==> src/rtl/spi_flag_unit.sv <==
module spi_flag_unit (
  input  logic        clk,
  input  logic        rst_n,
  input  logic        cmd_we,
  input  logic [15:0] cmd,
  input  logic [4:0]  det_en,
  input  logic [5:0]  ev_err,
  input  logic        busy_in,
  input  logic [4:0]  irq_en,
  input  logic        ev_rx,
  input  logic        ev_tx,
  input  logic        ev_frame,
  input  logic        ev_txdone,
  output logic [13:0] status,
  output logic        irq_rx,
  output logic        irq_tx,
  output logic        irq_err,
  output logic        irq_frame,
  output logic        irq_txdone
);
  logic       en_q, ms_q;
  logic [5:0] err_q;
  logic [3:0] pulse_q;

  wire [5:0] err_clr = cmd_we ? {cmd[4], cmd[11], cmd[10], cmd[9], cmd[8], cmd[6]} : 6'd0;
  wire [5:0] err_set = cmd_we ? {cmd[5], cmd[15], cmd[14], cmd[13], cmd[12], cmd[7]} : 6'd0;
  wire [5:0] err_hit = ev_err & {det_en, 1'b1};

  always_ff @(posedge clk) begin
    if (!rst_n) begin
      en_q    <= 1'b0;
      ms_q    <= 1'b0;
      err_q   <= '0;
      pulse_q <= '0;
    end else begin
      if (cmd_we && cmd[0])      en_q <= 1'b0;
      else if (cmd_we && cmd[1]) en_q <= 1'b1;
      if (cmd_we && cmd[2])      ms_q <= 1'b0;
      else if (cmd_we && cmd[3]) ms_q <= 1'b1;
      err_q   <= (err_q | err_set | err_hit) & ~err_clr;
      pulse_q <= {ev_txdone & irq_en[4], ev_frame & irq_en[3],
                  ev_tx & irq_en[1], ev_rx & irq_en[0]};
    end
  end

  assign status     = {busy_in, err_q, 5'b00000, ms_q, en_q};
  assign irq_err    = (|err_q) & irq_en[2];
  assign irq_rx     = pulse_q[0];
  assign irq_tx     = pulse_q[1];
  assign irq_frame  = pulse_q[2];
  assign irq_txdone = pulse_q[3];
endmodule


==> config.mk <==
export PLATFORM = sky130hd
export DESIGN_NAME = spi_flag_unit
export DESIGN_NICKNAME = d
export VERILOG_FILES = /design/src/rtl/spi_flag_unit.sv
export SDC_FILE = /design/constraint.sdc
export NUM_CORES = 1
export LEC_CHECK = 0
export BUFFER_PORTS_ARGS = -buffer_cell sky130_fd_sc_hd__buf_2
export CAP_MARGIN = 30
export CELL_PAD_IN_SITES_DETAIL_PLACEMENT = 1
export CELL_PAD_IN_SITES_GLOBAL_PLACEMENT = 2
export CORE_UTILIZATION = 15
export CTS_CLUSTER_DIAMETER = 150
export DETAILED_ROUTE_END_ITERATION = 10
export HOLD_SLACK_MARGIN = 0.1
export PLACE_DENSITY_LB_ADDON = 0.1
export SYNTH_ARGS = -nofsm -noshare
export SYNTH_HDL_FRONTEND = slang
export SYNTH_SLANG_ARGS = --single-unit
export TNS_END_PERCENT = 100
==> constraint.sdc <==
create_clock -name clk -period 2.8 [get_ports clk]
set_input_delay 0.14 -clock clk [delete_from_list [all_inputs] [get_ports clk]]
set_output_delay 0.14 -clock clk [all_outputs]
set_load 0.005 [all_outputs]
==> key figures, run 1 <==
Outcome
  • Status: finished clean

Setup path
  • Crit. End Element: primary output
  • CP max FO: 3
  • Critical path launch point: err_q[3]$_SDFF_PN0_
  • CP max stage delay: around 0.53 ns
  • Crit path cell chain: or4_1 -> o31a_1 -> buf_2
  • Critical path class: reg -> out
  • Critical path arrival: approximately 1.5 ns
  • CP top delay family: simple AND/OR/NAND/NOR gates
  • Critical Path Start Type: flip-flop
  • CP max-delay cell: or4_1
  • Buffers plus inverters on the worst setup path: 1
  • Reg-to-Reg Start: err_q[3]$_SDFF_PN0_
  • Critical Path RT: 2.66 ns

STA
  • Final setup viols: 0
  • Worst Skew: 0 ns
  • Slew Viols, Final: 0
  • Final hold vios: 0
  • Setup WS post-layout: 1.18 ns
  • RSZ-0062 raised after global routing: false
  • Highest clock rate: 0.615 GHz
  • TNS Setup: 0 ns
  • Minimum clock period: roughly 1.6 ns
  • Hold Slack: 0.179 ns
  • Fin crit share: 58.0%

Pwr
  • Leak pwr: 0.471 nW
  • PD cells: 402 nW/µm²
  • Max VDD drop: between 0.15 and 0.2 mV
  • Total power: about 0.00037 W

Place
  • # port buffers: 51
  • Placed inst area: 736 µm²
  • Pre-CTS setup slack: between 1 and 1.5 ns
  • Final GP Congestion: 0.586

Route
  • First DRT Iteration DRCs: 11
  • Average routed wire per standard cell: roughly 10 µm
  • Post-Route WL: about 1.6 mm
  • DR vias: 580
  • DRC: 0
  • Pre-antenna DRT Iters: 3
  • DRT antenna net count: 0
  • Drt via density: about 3.8

Hold path
  • Hold Path Class: in -> reg
  • Worst hold start: ev_err[0]

Clock tree
  • # clock sinks: 12
  • Clock root cell: clkbuf_4
  • Resize count post-CTS: 0
  • Clock-pin slew on the worst setup and hold paths: about 0.070 ns
  • Worst skew pair latency: 0.27 ns
  • CTS H-Tree Depth: 1
  • TritonCTS clock tree: yes
  • Maximum buffer depth of the clock tree: 2
  • CTS buffer count: 3

Synth
  • Mapped Area: 480 µm²
  • Seq/Total Area, Yosys: roughly 50%
  • EDFF count, synth: 0
  • Synth Instances: 46
  • Most frequent cell after synthesis: dfxtp_1
  • Avg Inst Size Synth: 10.4 µm²
  • Synth top area share: 50.0%
  • Syn. warnings: 0
  • Cell variety after synth: 12
  • Cell taking the most area after synthesis: dfxtp_1
  • Ys async rst share: 0%
  • Synth top cells by count: 12 x dfxtp_1, 9 x a211oi_1, 8 x buf_4
  • Flops & latches, synth: 12
  • Top post-synthesis cells by area: dfxtp_1 50%, a211oi_1 14%, buf_4 13%, a221oi_1 9.1%, and3_1 5.2%
  • Top FF cell, synth: dfxtp_1

Global route
  • Vias in the first global route: 567
  • Initial antenna violation count: 0
  • Total Routing Usage GR: 9.66%
  • First-pass GRT wire length: 2.42 mm
  • Largest net degree at the start of global routing: 17
  • Remaining Overflow, GRT: 0

Die
  • Starting Density: around 16%
  • Total Die Area: 3430 µm²
  • DIE WIDTH: 58.6 µm
  • Floorplan core area: 3050 µm²
  • Core Rows: 20
  • I/O pin cnt: 59
  • Die Ht: 58.6 µm

Cells and area
  • Final Cell Area: 918 µm²
  • Fillers: between 300 and 400
  • ANT cells: 0
  • Layout area overhead: 91.1%
  • Fin nets: 152
  • Ratio of cells with drive above 1 in the final layout: about half

Job
  • Max-Cap Viols: 0
## sequential cells by signal, summed over array words and instances (netlist names)
register  count
err_q         6
pulse_q       4
en_q          1
ms_q          1
## logic make-up (layout without fill, tap and decap cells)
| logic type | after synthesis | after routing | synth area share (%) |
|---|---|---|---|
| compound gates | 17 | 17 | 27.1 |
| buf+inv | 11 | 71 | 15.4 |
| flops | 12 | 12 | 50.0 |
| other cells | 1 | 5 | 0.781 |
| simple gates | 5 | 5 | 6.77 |
## area by class of cell
class / count / area (µm²) / area share (%)
repair buffers: 67 / 415 / 45.2
flip-flops and latches: 12 / 240 / 26.2
multi-input cells: 27 / 181 / 19.8
well taps: 44 / 55.1 / 5.99
clock buffers: 3 / 22.5 / 2.45
inverters: 1 / 3.75 / 0.409
## power breakdown
group / internal, W / leakage (nW) / switching (W) / total, W
Combinational: 0.0000506 / 0.358 / 0.0000290 / 0.0000795
Clock: 0.0000496 / 0.0138 / 0.0000537 / 0.000103
Sequential: 0.000181 / 0.0991 / 0.00000556 / 0.000187
## worst paths after layout
kind	endpoint	slack [ns]	cells past startpoint
max	irq_err	1.18	3
min	err_q[0]$_SDFF_PN0_	0.18	3
max reg2reg	err_q[3]$_SDFF_PN0_	2.06	2
min reg2reg	ms_q$_SDFFE_PP0P_	0.52	2
## stage by stage
stage                     std cells  utilization (%)
after floorplan                  50                -
after global placement          135             24.1
after detailed placement        135             24.1
after CTS                       154             30.1
after global routing            154             30.1
final                           154             30.1
## cell usage in the layout, fill, tap and decap left out, drive strengths merged
master | synthesis | layout
or4 | 1 | 1
a221oi | 5 | 5
conb | 1 | 5
a21oi | 2 | 2
dlygate4sd3 | 0 | 16
a211oi | 9 | 9
clkbuf | 1 | 3
inv | 1 | 1
buf | 9 | 51
and3 | 4 | 4
dfxtp | 12 | 12
o31a | 1 | 1
## worst reg2reg max path, delay by kind of cell (launching register included)
kind           cells  cell delay [ns]
AO/OA/AOI/OAI      2             0.29
flip-flops         1             0.32
## routing by layer
layer  share of wire (%)  track usage, %  up-vias
met2                  47            17.2       36
met3                  10            5.05        0
met5                   0               0        -
met4                   0            2.04        0
met1                  43            10.1      249
li1                    -               -      295
## repair_timing
| action | in CTS | in global routing |
|---|---|---|
| buffers inserted | 0 | 0 |
| hold buffers | 16 | 0 |
| hold endpoints to repair | 12 | 0 |
No activity file was read; power rests on OpenSTA's default activity.
==> run 2, diff against run 1 <==
ABC_AREA = 1   (was unset)
CORE_UTILIZATION = 14   (was 15)
clock period = 1.37 ns   (was 2.8 ns; I/O delays follow)
==> run 2 against run 1 <==
  * Routed wire length up 26%
  * Highest routed layer unchanged
  * Via count up 24%
  * Synthesized cell count up 76%
  * Clock power rose to 3.9 times the previous value
  * Global-route usage down 0.79 points
  * Largest cell class unchanged
  * Hold slack worse by 0.052 ns
  * Sequential share of layout area down 4.3 points
  * Final area up 19%
  * Combinational power rose to 2.6 times the previous value
==> key figures, run 2 <==
Setup path
  • Critical Path RT: ~1.5 ns
  • Crit path cell chain: dlygate4sd3_1 -> buf_2 -> nor2_1 -> a21oi_2 -> dlygate4sd3_1
  • CP max stage delay: between 0.5 and 0.6 ns
  • CP max FO: 1
  • Buffers plus inverters on the worst setup path: 3
  • Critical path class: in -> reg
  • CP top delay family: buffers and inverters
  • CP max-delay cell: dlygate4sd3_1
  • Critical path arrival: 1.44 ns
  • Crit. End Element: flip-flop
  • Critical Path Start Type: input port
  • Most used cell, CP: dlygate4sd3_1
  • FF-to-FF setup slack: 0.20 ns

Synth
  • EDFF count, synth: 0
  • Synth Instances: 81
  • Synth top area share: about two fifths
  • Synth top cells by count: 25 x nand2_1, 12 x dfxtp_1, 10 x nor2_1
  • Cell taking the most area after synthesis: dfxtp_1
  • Avg Inst Size Synth: 7.54 µm²
  • Compound-cell area share of the yosys netlist: 10.2%
  • Cell variety after synth: 14
  • Flops & latches, synth: 12
  • Mux contribution to synthesized area: 0%
  • Largest family of logic cells by synthesized area: simple AND/OR/NAND/NOR gates
  • Simple-gate share of the synthesized area: 30.5%
  • Most frequent cell after synthesis: nand2_1
  • Syn. warnings: 0
  • Top FF cell, synth: dfxtp_1
  • Mapped Area: 611 µm²
  • Top post-synthesis cells by area: dfxtp_1 39%, nand2_1 15%, buf_4 9.8%, a21oi_2 8.6%, nand3b_1 6.1%
  • Seq/Total Area, Yosys: 39.3%
  • Post-Synth Adder-Cell Area: 0%
  • Ys async rst share: 0%
  • Xor-xnor portion of the synthesized cell area: 0%

STA
  • Highest clock rate: around 0.76 GHz
  • TNS Setup: 0 ns
  • Final setup viols: 0
  • Worst Skew: 0 ns
  • Fin crit share: 95.7%
  • Hold Slack: 0.127 ns
  • Minimum clock period: between 1 and 1.5 ns
  • RSZ-0062 raised after global routing: false
  • Slew Viols, Final: 0
  • Final hold vios: 0
  • Setup WS post-layout: 0.0595 ns

Cells and area
  • Fin nets: 190
  • Commonest non-fill, non-tap cell in the layout: buf_2
  • Max reg flops: 6
  • Post-route insts no fill: between 150 and 200
  • Commonest cells after routing, fill and taps aside: 51 x buf_2, 25 x nand2_1, 19 x dlygate4sd3_1
  • Largest Register: err_q
  • ANT cells: 0
  • Layout area overhead: 79.7%
  • Ratio of cells with drive above 1 in the final layout: 43.0%
  • Top Registers: err_q (6), pulse_q (4)

Route
  • Drt via density: 3.61
  • Average routed wire per standard cell: 9.96 µm
  • DRT antenna net count: 0
  • First DRT Iteration DRCs: 9
  • Post-Route WL: about 2.0 mm
  • DRC: 0
  • Pre-antenna DRT Iters: 2
  • DR vias: 718

Clock tree
  • Clock root cell: clkbuf_8
  • Post CTS Setup Buffer Count: 0
  • CTS H-Tree Depth: 1
  • Maximum buffer depth of the clock tree: 2
  • Resize count post-CTS: 0
  • CTS buffer count: 3
  • Worst skew pair latency: roughly 0.24 ns
  • # clock sinks: 12
  • Clock-pin slew on the worst setup and hold paths: around 0.060 ns
  • TritonCTS clock tree: yes

Die
  • DIE WIDTH: just under 70 µm
  • Floorplan core area: just over 4000 µm²
  • Die Ht: 68.0 µm
  • Starting Density: 14.9%
  • I/O pin cnt: between 50 and 60
  • Total Die Area: roughly 4600 µm²
  • Core Rows: 23

Job
  • Max-Cap Viols: 0

Pwr
  • Max VDD drop: about 0.26 mV
  • Leak pwr: 0.599 nW
  • PD cells: 900 nW/µm²
  • Total power: 0.000988 W

Global route
  • First-pass GRT wire length: 2.97 mm
  • Remaining Overflow, GRT: 0
  • Vias in the first global route: 688
  • Initial antenna violation count: 0
  • Largest net degree at the start of global routing: 17
  • Total Routing Usage GR: approximately 8.9%

Place
  • Sum of net half-perimeters after detailed placement: 1.45 mm
  • Placed Cells: 176
  • # port buffers: 51
  • Pre-CTS setup slack: 0.573 ns
  • Final GP Congestion: 0.631

Hold path
  • Hold Path Class: in -> reg

Outcome
  • Status: finished clean
## run 2: cell count changes in the layout (fill, tap and decap cells not counted), moves of 2 or more
cell,change
nand2_1,+25
nor2_1,+10
a211oi_1,-9
a21oi_2,+6
a221oi_1,-5
inv_1,+5
nand3b_1,+5
and3_1,-4
clkbuf_8,+4
clkbuf_4,-3
dlygate4sd3_1,+3
nand2_2,+2
## run 2: cell type report
class / count / area, µm²
Clock buffer: 4 / 55.1
Fill cell: 520 / 2990
Inverter: 7 / 26.3
Multi-Input combinational cell: 56 / 268
Sequential cell: 12 / 240
Tap cell: 50 / 62.6
Timing Repair Buffer: 70 / 445
## run 2: repair_timing
action	CTS	global route
hold buffers	19	0
endpoints found under the hold margin	12	0
endpoints found under the setup margin	0	0
## run 2: cells by family after synthesis
family,count (synthesis)
flip-flops,12
other,1
AO/OA/AOI/OAI,8
buffers and inverters,17
AND/OR/NAND/NOR,43
## run 2: path summary, 6_finish.rpt
check	cells after the start	end	startpoint
worst max register to register	3	err_q[0]$_SDFF_PN0_	err_q[0]$_SDFF_PN0_
worst min-delay path	5	err_q[1]$_SDFF_PN0_	det_en[0]
worst max-delay path	5	err_q[0]$_SDFF_PN0_	ev_err[0]
worst min register to register	3	err_q[5]$_SDFF_PN0_	err_q[5]$_SDFF_PN0_
## run 2: worst min-delay path: stages
cell and delay (ns):
buf_2 0.07, nand2_1 0.04, nand3b_1 0.07, nand2_1 0.05, inv_1 0.04
## run 2: through the flow
stage                     area, µm²  util (%)
after global placement          852      20.9
after detailed placement        852      20.9
after global routing           1100      26.9
after floorplan                 626         -
final                          1100      26.9
after CTS                      1100      26.9
## run 2: layer usage
metal	GRT usage, %	routed length (µm)	vias up
met5	0	0	-
met4	4.69	0	0
met3	3.00	182	0
met2	14.1	952	35
met1	10.4	847	311
li1	-	-	372
## run 2: report_power, final
group,internal [W],switching (W),total (W)
Combinational,0.000121,0.0000860,0.000207
Sequential,0.000371,0.0000114,0.000382
Clock,0.000254,0.000144,0.000398
==> run 3, diff against run 2 <==
RECOVER_POWER = 50   (was unset)
SKIP_CTS_REPAIR_TIMING = 1   (was unset)
==> run 3 against run 2 <==
  * Final area shrank 5.9%
  * Global-route usage decreased by 0.59 points
  * Sequential cell count unchanged
  * Critical path depth is the same
  * Fmax decreased by 0.20%
  * Non-clock buffer count fell by 6
  * Sequential share of layout area increased by 1.4 points
  * Core utilization is 1.6 points lower
  * Count of clock-buffer cells in the layout unchanged
==> key figures, run 3 (synthesis gave the netlist of run 2 again) <==
Outcome
  • Status: finished clean

Die
  • Starting Density: around 15%
  • DIE WIDTH: about 68 µm
  • Total Die Area: 4630 µm²
  • Core Rows: 23
  • Floorplan core area: 4090 µm²
  • Die Ht: slightly below 70 µm
  • I/O pin cnt: 59

Route
  • Average routed wire per standard cell: just over 10 µm
  • DRC: 0
  • DR vias: 701
  • Post-Route WL: 1.96 mm
  • First DRT Iteration DRCs: 11
  • DRT antenna net count: 0
  • Pre-antenna DRT Iters: 2
  • Drt via density: 3.63

STA
  • Final hold vios: 0
  • TNS Setup: 0 ns
  • Worst Skew: 0 ns
  • Setup WS post-layout: about 0.057 ns
  • Highest clock rate: between 0.7 and 0.8 GHz
  • RSZ-0062 raised after global routing: false
  • Slew Viols, Final: 0
  • Minimum clock period: roughly 1.3 ns
  • Final setup viols: 0
  • Fin crit share: 95.8%

Setup path
  • CP max FO: 1
  • FF-to-FF setup slack: 0.20 ns
  • Critical Path RT: 1.50 ns
  • Reg-to-Reg Start: err_q[0]$_SDFF_PN0_
  • Crit path cell chain: dlygate4sd3_1 -> buf_2 -> nor2_1 -> a21oi_2 -> dlygate4sd3_1
  • Reg2reg end: err_q[0]$_SDFF_PN0_
  • Critical path launch point: ev_err[0]
  • Most used cell, CP: dlygate4sd3_1
  • Cells on worst reg2reg path: 3
  • CP Depth: 5
  • CP max stage delay: around 0.55 ns
  • Critical Path Start Type: input port
  • CP max-delay cell: dlygate4sd3_1
  • Buffers plus inverters on the worst setup path: 3
  • Critical Path End: err_q[0]$_SDFF_PN0_
  • CP top delay family: buffers and inverters
  • Critical path class: in -> reg
  • Critical path arrival: 1.44 ns
  • Crit. End Element: flip-flop

Global route
  • Vias in the first global route: 615
  • Initial antenna violation count: 0
  • First-pass GRT wire length: between 2 and 3 mm
  • Total Routing Usage GR: between 8 and 9%
  • Remaining Overflow, GRT: 0
  • Largest net degree at the start of global routing: 17

Place
  • # port buffers: 51
  • Final GP Congestion: 0.631
  • Pre-CTS setup slack: 0.573 ns
  • Placed inst area: ~850 µm²
  • Sum of net half-perimeters after detailed placement: 1.45 mm
  • Placed Cells: between 150 and 200

Cells and area
  • Max reg flops: 6
  • Final Cell Area: about 1000 µm²
  • Largest Register: err_q
  • Commonest cells after routing, fill and taps aside: 47 x buf_2, 25 x nand2_1, 13 x dlygate4sd3_1
  • Fillers: 522
  • ANT cells: 0
  • Post-route insts no fill: 193
  • Fin nets: ~180
  • Layout area overhead: 69.1%
  • Ratio of cells with drive above 1 in the final layout: 42.0%
  • Commonest non-fill, non-tap cell in the layout: buf_2
  • Post-layout util: between 20 and 30%
  • Top Registers: err_q (6), pulse_q (4)

Clock tree
  • # clock sinks: 12
  • Clock-pin slew on the worst setup and hold paths: 0.06 ns
  • CTS H-Tree Depth: 1
  • Clock root cell: clkbuf_8
  • TritonCTS clock tree: yes
  • CTS buffer count: 3
  • Worst skew pair latency: 0.24 ns
  • Maximum buffer depth of the clock tree: 2

Pwr
  • Max VDD drop: roughly 0.26 mV
  • Leak pwr: roughly 0.56 nW
  • PD cells: approximately 940 nW/µm²

Job
  • Max-Cap Viols: 0

Hold path
  • Hold Path Class: in -> reg
  • Worst hold path depth: 4
==> run 3: cell count changes in the layout (fill, tap and decap cells not counted), sizes merged <==
cell	delta
clkbuf	+4
dlygate4sd3	-6
buf	-4
==> run 3: metal layers <==
| metal | global-route usage, % | vias up | routed length, µm |
|---|---|---|---|
| met5 | 0 | - | 0 |
| met4 | 4.69 | 0 | 0 |
| met3 | 3.83 | 0 | 207 |
| met2 | 12.4 | 35 | 971 |
| met1 | 9.64 | 308 | 777 |
| li1 | - | 358 | - |
==> run 3: area by class of cell <==
class / count / area [µm²] / share of cell area (%)
Tap cell: 50 / 62.6 / 6.06
Inverter: 7 / 26.3 / 2.55
Clock buffer: 4 / 55.1 / 5.33
Timing Repair Buffer: 64 / 380 / 36.8
Sequential cell: 12 / 240 / 23.3
Multi-Input combinational cell: 56 / 268 / 25.9
==> run 3: worst min-delay path by stage <==
| stage | from | endpoint | slack [ns] |
|---|---|---|---|
| final | cmd[2] | ms_q$_SDFFE_PP0P_ | 0.08 |
| after global routing | cmd[8] | err_q[1]$_SDFF_PN0_ | 0.10 |
| after CTS | irq_en[0] | pulse_q[0]$_SDFF_PN0_ | 0.03 |
| after detailed placement | busy_in | status[13] | 0.14 |
| after global placement | busy_in | status[13] | 0.14 |
| after floorplan | irq_en[0] | pulse_q[0]$_SDFF_PN0_ | 0.18 |
==> run 3: where the power goes <==
part / total (W) / internal [W] / leakage [nW] / switching, W
combinational: 0.000193 / 0.000109 / 0.428 / 0.0000841
sequential: 0.000383 / 0.000371 / 0.0991 / 0.0000116
clock: 0.000396 / 0.000254 / 0.0288 / 0.000142
==> run 3: stage by stage <==
| step | total power, W | hold WS (ns) |
|---|---|---|
| floorplan | 0.000487 | 0.182 |
| global placement | 0.000555 | 0.137 |
| detailed placement | 0.000558 | 0.137 |
| CTS | 0.000971 | 0.0298 |
| global route | 0.00104 | 0.104 |
| finish | 0.000971 | 0.0838 |
==> run 3: worst register-to-register path, stage by stage (launching register included) <==
cell           delay, ns
dfxtp_1             0.32
nor2_1              0.13
a21oi_2             0.06
dlygate4sd3_1       0.55
